==> src/rtl/tpw_pkg.sv <==
package tpw_pkg;

  localparam int NS_W = 30;
  localparam logic [31:0] PERIOD_MAX = 32'h3FFF_FFFF;
  localparam logic [31:0] PERIOD_FLOOR = 32'd6;

  typedef enum logic [1:0] {
    REG_LOW  = 2'd0,
    REG_HIGH = 2'd1,
    REG_CFG  = 2'd2
  } reg_sel_e;

  typedef enum logic {
    PH_HIGH = 1'b0,
    PH_LOW  = 1'b1
  } phase_e;

  typedef struct packed {
    logic sync;
    logic action;
  } pin_cfg_t;

  function automatic logic period_ok(input logic [31:0] v);
    return (v > PERIOD_FLOOR) && (v <= PERIOD_MAX);
  endfunction

  function automatic logic [NS_W-1:0] ns_advance(input logic [NS_W-1:0] ns,
                                                 input int unsigned step,
                                                 input int unsigned wrap);
    logic [NS_W:0] sum;
    logic [NS_W:0] lim;
    sum = {1'b0, ns} + (NS_W+1)'(step);
    lim = (NS_W+1)'(wrap);
    if (sum >= lim) sum = sum - lim;
    return sum[NS_W-1:0];
  endfunction

  function automatic logic in_pulse(input logic [NS_W-1:0] ns,
                                    input logic [NS_W-1:0] delay,
                                    input logic [NS_W-1:0] width);
    logic [NS_W:0] stop;
    stop = {1'b0, delay} + {1'b0, width};
    return ({1'b0, ns} >= {1'b0, delay}) && ({1'b0, ns} < stop);
  endfunction

endpackage

==> src/rtl/tpw_tod.sv <==
module tpw_tod #(
  parameter int unsigned NS_STEP = 4,
  parameter int unsigned NS_WRAP = 1_000_000_000,
  parameter int          SEC_W   = 32
) (
  input  logic                     clk,
  input  logic                     rst_n,
  output logic [tpw_pkg::NS_W-1:0] ns_q,
  output logic [tpw_pkg::NS_W-1:0] ns_nx,
  output logic [SEC_W-1:0]         sec_q,
  output logic                     sec_tick
);
  import tpw_pkg::*;

  always_comb begin
    ns_nx    = ns_advance(ns_q, NS_STEP, NS_WRAP);
    sec_tick = (ns_nx < ns_q);
  end

  always_ff @(posedge clk or negedge rst_n) begin
    if (!rst_n) begin
      ns_q  <= '0;
      sec_q <= '0;
    end else begin
      ns_q <= ns_nx;
      if (sec_tick) sec_q <= sec_q + 1'b1;
    end
  end

endmodule

==> src/rtl/tpw_pin.sv <==
module tpw_pin #(
  parameter int unsigned NS_STEP    = 4,
  parameter int unsigned DEF_PERIOD = 1000
) (
  input  logic                     clk,
  input  logic                     rst_n,
  input  logic                     wr_low,
  input  logic                     wr_high,
  input  logic                     wr_cfg,
  input  logic [31:0]              wr_data,
  input  logic                     sec_tick,
  input  logic [tpw_pkg::NS_W-1:0] ns_nx,
  output logic                     pin_q,
  output logic                     active,
  output logic                     sync_mode
);
  import tpw_pkg::*;

  localparam logic [NS_W-1:0] STEP_NS = NS_W'(NS_STEP);
  localparam logic [NS_W-1:0] DEF_NS  = NS_W'(DEF_PERIOD);

  logic [NS_W-1:0] low_q, high_q;
  logic [NS_W-1:0] shd_low_q, shd_high_q;
  logic [NS_W-1:0] shd_low_nx, shd_high_nx;
  logic [NS_W-1:0] rem_q;
  pin_cfg_t        cfg_q, cfg_wr;
  phase_e          phase_q;
  logic            armed_q, armed_nx;
  logic            phase_end;
  logic            sync_win;

  assign cfg_wr    = pin_cfg_t'(wr_data[1:0]);
  assign active    = cfg_q.action;
  assign sync_mode = cfg_q.sync;
  assign phase_end = (rem_q <= STEP_NS);

  // Durations used by the seconds-locked window: captured on each seconds increment.
  always_comb begin
    shd_low_nx  = sec_tick ? low_q  : shd_low_q;
    shd_high_nx = sec_tick ? high_q : shd_high_q;
    armed_nx    = armed_q | sec_tick;
    sync_win    = armed_nx && in_pulse(ns_nx, shd_low_nx, shd_high_nx);
  end

  // Duration registers: out-of-range writes are dropped.
  always_ff @(posedge clk or negedge rst_n) begin
    if (!rst_n) begin
      low_q  <= DEF_NS;
      high_q <= DEF_NS;
    end else begin
      if (wr_low  && period_ok(wr_data)) low_q  <= wr_data[NS_W-1:0];
      if (wr_high && period_ok(wr_data)) high_q <= wr_data[NS_W-1:0];
    end
  end

  // Generator state.
  always_ff @(posedge clk or negedge rst_n) begin
    if (!rst_n) begin
      cfg_q      <= '0;
      pin_q      <= 1'b0;
      phase_q    <= PH_HIGH;
      rem_q      <= '0;
      armed_q    <= 1'b0;
      shd_low_q  <= DEF_NS;
      shd_high_q <= DEF_NS;
    end else if (wr_cfg) begin
      cfg_q   <= cfg_wr;
      armed_q <= 1'b0;
      phase_q <= PH_HIGH;
      rem_q   <= high_q;
      pin_q   <= cfg_wr.action && !cfg_wr.sync;
    end else if (cfg_q.action) begin
      if (cfg_q.sync) begin
        armed_q    <= armed_nx;
        shd_low_q  <= shd_low_nx;
        shd_high_q <= shd_high_nx;
        pin_q      <= sync_win;
      end else if (phase_end) begin
        phase_q <= (phase_q == PH_HIGH) ? PH_LOW : PH_HIGH;
        rem_q   <= (phase_q == PH_HIGH) ? low_q : high_q;
        pin_q   <= (phase_q == PH_LOW);
      end else begin
        rem_q <= rem_q - STEP_NS;
      end
    end else begin
      pin_q <= 1'b0;
    end
  end

endmodule

==> src/rtl/tod_pin_wavegen.sv <==
module tod_pin_wavegen #(
  parameter int          NPINS      = 4,
  parameter int unsigned NS_STEP    = 4,
  parameter int unsigned NS_WRAP    = 1_000_000_000,
  parameter int          SEC_W      = 32,
  parameter int unsigned DEF_PERIOD = 1000,
  localparam int         PIN_AW     = (NPINS > 1) ? $clog2(NPINS) : 1,
  localparam int         ADDR_W     = PIN_AW + 2
) (
  input  logic                     clk,
  input  logic                     rst_n,
  input  logic                     wr_en,
  input  logic [ADDR_W-1:0]        wr_addr,
  input  logic [31:0]              wr_data,
  output logic [NPINS-1:0]         pin_out,
  output logic [SEC_W-1:0]         tod_sec,
  output logic [tpw_pkg::NS_W-1:0] tod_ns
);
  import tpw_pkg::*;

  logic [NS_W-1:0]  tod_ns_nx;
  logic             sec_tick;
  logic [NPINS-1:0] pin_active;
  logic [NPINS-1:0] pin_sync;
  reg_sel_e         wr_reg;

  assign wr_reg = reg_sel_e'(wr_addr[1:0]);

  tpw_tod #(
    .NS_STEP(NS_STEP),
    .NS_WRAP(NS_WRAP),
    .SEC_W  (SEC_W)
  ) u_tod (
    .clk     (clk),
    .rst_n   (rst_n),
    .ns_q    (tod_ns),
    .ns_nx   (tod_ns_nx),
    .sec_q   (tod_sec),
    .sec_tick(sec_tick)
  );

  for (genvar i = 0; i < NPINS; i++) begin : g_pin
    logic sel;
    assign sel = wr_en && (wr_addr[ADDR_W-1:2] == PIN_AW'(i));

    tpw_pin #(
      .NS_STEP   (NS_STEP),
      .DEF_PERIOD(DEF_PERIOD)
    ) u_pin (
      .clk      (clk),
      .rst_n    (rst_n),
      .wr_low   (sel && (wr_reg == REG_LOW)),
      .wr_high  (sel && (wr_reg == REG_HIGH)),
      .wr_cfg   (sel && (wr_reg == REG_CFG)),
      .wr_data  (wr_data),
      .sec_tick (sec_tick),
      .ns_nx    (tod_ns_nx),
      .pin_q    (pin_out[i]),
      .active   (pin_active[i]),
      .sync_mode(pin_sync[i])
    );
  end

endmodule

==> config.mk <==
export PLATFORM = sky130hd
export DESIGN_NAME = tod_pin_wavegen
export DESIGN_NICKNAME = d
export VERILOG_FILES = /design/src/rtl/tpw_pkg.sv /design/src/rtl/tpw_tod.sv /design/src/rtl/tpw_pin.sv /design/src/rtl/tod_pin_wavegen.sv
export SDC_FILE = /design/constraint.sdc
export NUM_CORES = 2
export LEC_CHECK = 0
export BUFFER_PORTS_ARGS = -buffer_cell sky130_fd_sc_hd__buf_2
export CORE_UTILIZATION = 50
export CTS_CLUSTER_SIZE = 16
export DETAILED_ROUTE_END_ITERATION = 8
export GPL_ROUTABILITY_DRIVEN = 0
export PLACE_DENSITY = 0.65
export SLEW_MARGIN = 0
export SYNTH_ARGS = -nofsm -noshare
export SYNTH_HDL_FRONTEND = slang
export SYNTH_HIERARCHICAL = 1
export SYNTH_SLANG_ARGS = --single-unit
export TNS_END_PERCENT = 50
==> constraint.sdc <==
create_clock -name clk -period 14.3 [get_ports clk]
set_clock_uncertainty 0.15 [all_clocks]
set_input_delay 1.43 -clock clk [delete_from_list [all_inputs] [get_ports clk]]
set_output_delay 1.43 -clock clk [all_outputs]
set_load 0.1 [all_outputs]
# == After elaboration in Yosys (flattened, before gate mapping) ==
# Cells that the tools add are included.
# op_classes
n_addsub,11
magnitude_cmp,16
eq_ne,13
n_mux,77
bitwise_logic,8
reduce_logical,65
# ops
operator,count
30-bit 2-to-1 mux,29
30-bit by 30-bit adder with 31-bit output,4
30-bit by 31-bit < comparator with 1-bit output,4
30-bit greater-or-equal comparator,4
30-bit by 3-bit less-or-equal comparator with 1-bit output (second input constant),4
30-bit by 3-bit subtractor with 30-bit output (second input constant),4
1-bit 2-to-1 mux,48
1-bit logical AND,34
32-bit by 1-bit adder with 32-bit output (second input constant),1
32-bit by 3-bit greater-than comparator with 1-bit output (second input constant),1
32-bit by 30-bit less-or-equal comparator with 1-bit output (second input constant),1
30-bit by 3-bit adder with 31-bit output (second input constant),1
31-bit by 30-bit greater-or-equal comparator with 1-bit output (second input constant),1
30-bit < comparator,1
30-bit subtractor (second input constant),1
3-bit AND reduction,8
2-bit nonzero test,12
4-bit by 2-bit inequality test with 1-bit output (second input constant),4
2-bit AND reduction,8
2-bit by 1-bit inequality test with 1-bit output (second input constant),4
2-bit equality test (second input constant),3
2-bit by 1-bit equality test with 1-bit output (second input constant),2
2-bit logical NOT,2
1-bit inverter,4
other kinds (2),5
# word_totals
regBits,682
inputBits,39
output_inout_bits,66
elab_cells,232

# == Longest topological paths before layout ==
# logic_depth
ltp_word,12
depth_mapped,48
depth_no_buf,45

# == Hierarchy ==
# Netlist, hierarchy kept.
# by_module_without_submodules
mod,n_inst,cells_each,area_each_um2
tpw_pin (g_pin[0].u_pin ...),2,1071,10622.7
tpw_pin (g_pin[1].u_pin),1,1048,10522.6
tpw_pin (g_pin[3].u_pin),1,1064,10493.8
tpw_tod,1,462,4215.3
tod_pin_wavegen,1,18,93.8

# == Worst setup path before layout ==
# No wires, ideal clock.
# synth_timing
path_type,reg2reg
from,register u_tod/ns_q[4] (netlist bit)
to,register g_pin[3].u_pin.pin_q
setup_ps,110
arrival_time_ps,10563
t_required_ps,14040
slack_ps,3477
stages_incl_launch_ff,46
path_buffers,6
period_less_slack_ps,10823
cell_sequence,dfrtp_1 buf_2 nand4_1 clkbuf_1 nor2_1 xnor2_1 ha_1 a21oi_1 a21o_1 a41oi_1 o21ai_1 o21ai_4 buf_6 buf_2 nor2_1 xnor2_1 ha_1 a21o_1 [10 not listed] fa_1 a211oi_1 o211ai_1 a41oi_1 o21ai_0 a21boi_0 o21bai_1 a21oi_1 xor2_1 ha_1 a21oi_1 nor2b_1 o21ai_0 nand2_1 a31oi_1 o21ai_0 o211a_1 o41ai_1
# synth_via
elab_chain_cells,12
# synth_lines
element,line_no,rtl
start: declaration,tpw_tod.sv:8,"output logic [tpw_pkg::NS_W-1:0] ns_q,"
start signal: assignment,tpw_tod.sv:25,ns_q <= ns_nx;
30-bit by 3-bit adder with 31-bit output *,tpw_pkg.sv:32,"sum = {1'b0, ns} + (NS_W+1)'(step);"
30-bit subtractor / 31-bit by 30-bit greater-or-equal comparator with 1-bit output (equally long branches),tpw_pkg.sv:34,if (sum >= lim) sum = sum - lim;
30-bit 2-to-1 mux *,tpw_pkg.sv:34,
net tod_ns_nx[11],tod_pin_wavegen.sv:21,logic [NS_W-1:0] tod_ns_nx;
30-bit < comparator *,tpw_tod.sv:17,sec_tick = (ns_nx < ns_q);
net sec_tick,tod_pin_wavegen.sv:22,logic sec_tick;
30-bit 2-to-1 mux *,tpw_pin.sv:39,shd_low_nx = sec_tick ? low_q : shd_low_q;
net g_pin[3].u_pin.shd_low_nx[0],tpw_pin.sv:24,"logic [NS_W-1:0] shd_low_nx, shd_high_nx;"
30-bit by 30-bit adder with 31-bit output,tpw_pkg.sv:42,"stop = {1'b0, delay} + {1'b0, width};"
30-bit by 31-bit < comparator with 1-bit output,tpw_pkg.sv:43,"return ({1'b0, ns} >= {1'b0, delay}) && ({1'b0, ns} < stop);"
1-bit logical AND *,tpw_pkg.sv:43,
1-bit logical AND *,tpw_pin.sv:42,"sync_win = armed_nx && in_pulse(ns_nx, shd_low_nx, shd_high_nx);"
1-bit 2-to-1 mux *,tpw_pin.sv:73,if (cfg_q.sync) begin
1-bit 2-to-1 mux *,tpw_pin.sv:72,end else if (cfg_q.action) begin
1-bit 2-to-1 mux *,tpw_pin.sv:66,end else if (wr_cfg) begin
end signal: assignment,tpw_pin.sv:71,pin_q <= cfg_wr.action && !cfg_wr.sync;
end signal: assignment,tpw_pin.sv:77,pin_q <= sync_win;
end signal: assignment,tpw_pin.sv:81,pin_q <= (phase_q == PH_LOW);
end: declaration,tpw_pin.sv:13,"output logic pin_q,"
# Mark *: on every way through the listed nets, which the timed path passes. The rest lies on a longest branch.
# A chain may end at the register's enable or synchronous reset.

# == Final worst setup path ==
# Same ends and word-level chain as after synthesis.

==> impl_results.md <==
* Status: finished clean
* Tcrit/Tclk final at 82.50%
* Cts hold-fix bufs at 0
* Multi-input gate area at 0.02797 mm2
* Overall global routing resource usage at between 30% and 40%
* Worst hold-check path type: reg2reg
* DRT iter0 DRCs at approximately 3.3k
* Pwr Density at 107.5 mW/mm2
* Antenna violations before repair at 7
* Yosys warning total at 6
* Top FF cell, synth: dfrtp_1
* Buf+Inv Stages, Crit Path at 4
* Final hold viol count at 0
* CP max-delay cell: nor2_1
* Wirelength per Cell at roughly 23 um
* Clk slew on worst S/H paths at about 0.060 ns
* Delay of the slowest cell on the worst path at between 0.6 and 0.7 ns
* Netlist Area Pre-Place at 0.04657 mm2
* Pleak at 0.02395 uW
* RSZ-0062 raised after global routing: no
* R2R Setup Slk at 2.50 ns
* Largest net degree at the start of global routing at 159
* Total power at 5515 uW
* Setup CP Type: reg2reg
* Most common cell after layout, fill and taps aside: dfrtp_1
* Worst reg-to-reg path cell count at 43
* Drc violations at 0
* Die width at 307.2 um
* Layout area overhead at 10.17%
* FMAX at ~85 MHz
* Share of cells above drive strength 1 at 20.49%
* DR vias/cell at 6.122
* Port Buffers at 102
* Peak supply drop at 0.00008451 V
* Core area at 0.09194 mm2
* Relative slew slack at 20.65%
* Most frequent cells in the layout: dfrtp_1, mux2_2, nand2_1
* Sink Count at 680
* CTS buffer count at 80
* TritonRoute pass-1 iters at 6
* Cell count after synthesis at between 4k and 5k
* CP required at 14.70 ns
* Routed Antenna Nets at 0
* # nets final at about 5.2k
* Worst path arrival time at 12.20 ns
* Nature of the critical path endpoint: flip-flop
* FILL cells at 8,178
* #FFs+latches synth at 680
* FFs w/ async S/R, synth at 100.0%
* Nature of the critical path startpoint: flip-flop
* Post-Syn Area per Cell at 9.838 um2
* Worst skew pair latency at 0.68 ns
* Hold endpoint: u_tod/sec_q[31]
* Crit Path Max Fanout at 100
* Hold path cells at 1
* Htree depth at 3
* Postcts setup bufs at 0
* Critical path's top delay family: compound AO/OA/AOI/OAI gates
* Clock root buffer: clkbuf_16
* Post-synth EDFFs at 0
* Post_cts resized at 0
* Global-route wire length before repair at 219,200 um
* Gr ovfl total at 0
* Clk buf depth at 3
* CTS tree: done
* IO Pins at 105
* Sequential area share after synthesis at 36.80%
* Final wirelength at roughly 140,000 um
* Tmin final at 11.80 ns
* R2r endpoint: g_pin[3].u_pin/pin_q
* Routed via count at 37.34k
* Rows at 111
* Die Y at 307.2 um
* Slew of the pin with the lowest slew margin at 1.187 ns
* DP HPWL at 98,420 um
* Setup TNS at 0 ns
* Die area at 0.09437 mm2
* Worst R2R Start: u_tod/ns_q[4]
* Final setup vio count at 0
* Reg area at 0.01714 mm2
* Max-slew violation count at 0
* Post-synth cell types at between 90 and 100
* Max Cap Viol at 0
* Vias in the first global route at 35.87k
* Initial core utilization at around half
* Hold Crit Start: u_tod/sec_q[31]
[logic make-up after synthesis]
family / share of synthesized area [%]
xor+xnor: 3.931
mux: 16.94
flops: 36.80
simple gates: 12.70
fa+ha+maj: 10.73
compound gates: 15.34
other cells: 0.008052
buf+inv: 3.560
[registers in the layout, indices dropped and copies added, names as in the netlist]
name and flops:
g_pin.u_pin/armed_q 4, g_pin.u_pin/phase_q 4, u_tod/ns_q 28, g_pin.u_pin/rem_q 120, g_pin.u_pin/low_q 120, g_pin.u_pin/shd_low_q 120
g_pin.u_pin/sync_mode 4, u_tod/sec_q 32, g_pin.u_pin/active 4, g_pin.u_pin/shd_high_q 120, g_pin.u_pin/high_q 120, g_pin.u_pin/pin_q 4
[area by class of cell]
type                    instances  share of cell area (%)
diodes                          5                 0.02439
repair buffers                171                   2.073
flip-flops and latches        680                   33.40
inverters                     218                   1.595
clock inverters                31                  0.7413
well taps                    1243                   3.031
multi-input cells            3635                   54.51
clock buffers                 116                   4.619
[cells in the mapped netlist, types with 67 or more instances]
cell type,count,area [um2]
nand2_1,400,1501
nand4_1,68,425.4
ha_1,392,4905
nor4_1,67,419.2
a21o_1,103,773.2
mux2i_1,229,2292
xnor2_1,119,1042
nor2_1,233,874.6
clkbuf_1,162,608.1
dfrtp_1,584,14610
inv_1,217,814.5
o21ai_0,310,1551
dfstp_2,96,2522
mux2_2,497,5597
xor2_1,90,788.3
nor3_1,88,440.4
a21oi_1,268,1341
[report_power, final]
part           switching [uW]  total [uW]  internal [uW]
clock                     867        2130           1270
sequential                305        2470           2160
combinational             537         916            379
[metal layers]
layer / global-route usage (%) / wire (um)
met5: 0.6202 / 101
met4: 12.21 / 5916
met3: 5.333 / 9689
met2: 47.04 / 64100
met1: 41.63 / 62870
[worst max-delay path by stage]
stage / startpoint / to / slack (ns) / cells past startpoint
finish: u_tod/ns_q[4] / g_pin[3].u_pin/pin_q / 2.50 / 43
global route: u_tod/ns_q[4] / g_pin[0].u_pin/pin_q / 1.74 / 39
CTS: u_tod/ns_q[2] / g_pin[0].u_pin/pin_q / 2.67 / 41
detailed placement: u_tod/ns_q[2] / g_pin[0].u_pin/pin_q / 2.71 / 41
global placement: u_tod/ns_q[4] / g_pin[1].u_pin/pin_q / 2.88 / 43
floorplan: u_tod/ns_q[4] / g_pin[3].u_pin/pin_q / 3.48 / 45
[metrics by stage]
step	utilization, %	setup slack [ns]	std cells	cell area (um2)	hold slack (ns)
floorplan	-	3.477	4737	46580	0.2992
global placement	52.80	2.876	5947	48550	0.3074
detailed placement	52.80	2.711	5947	48550	0.3087
CTS	55.79	2.671	6094	51300	0.3203
global route	55.79	1.736	6094	51300	0.3302
finish	55.81	2.503	6099	51310	0.3161
Power figures use the tool's default switching activity.
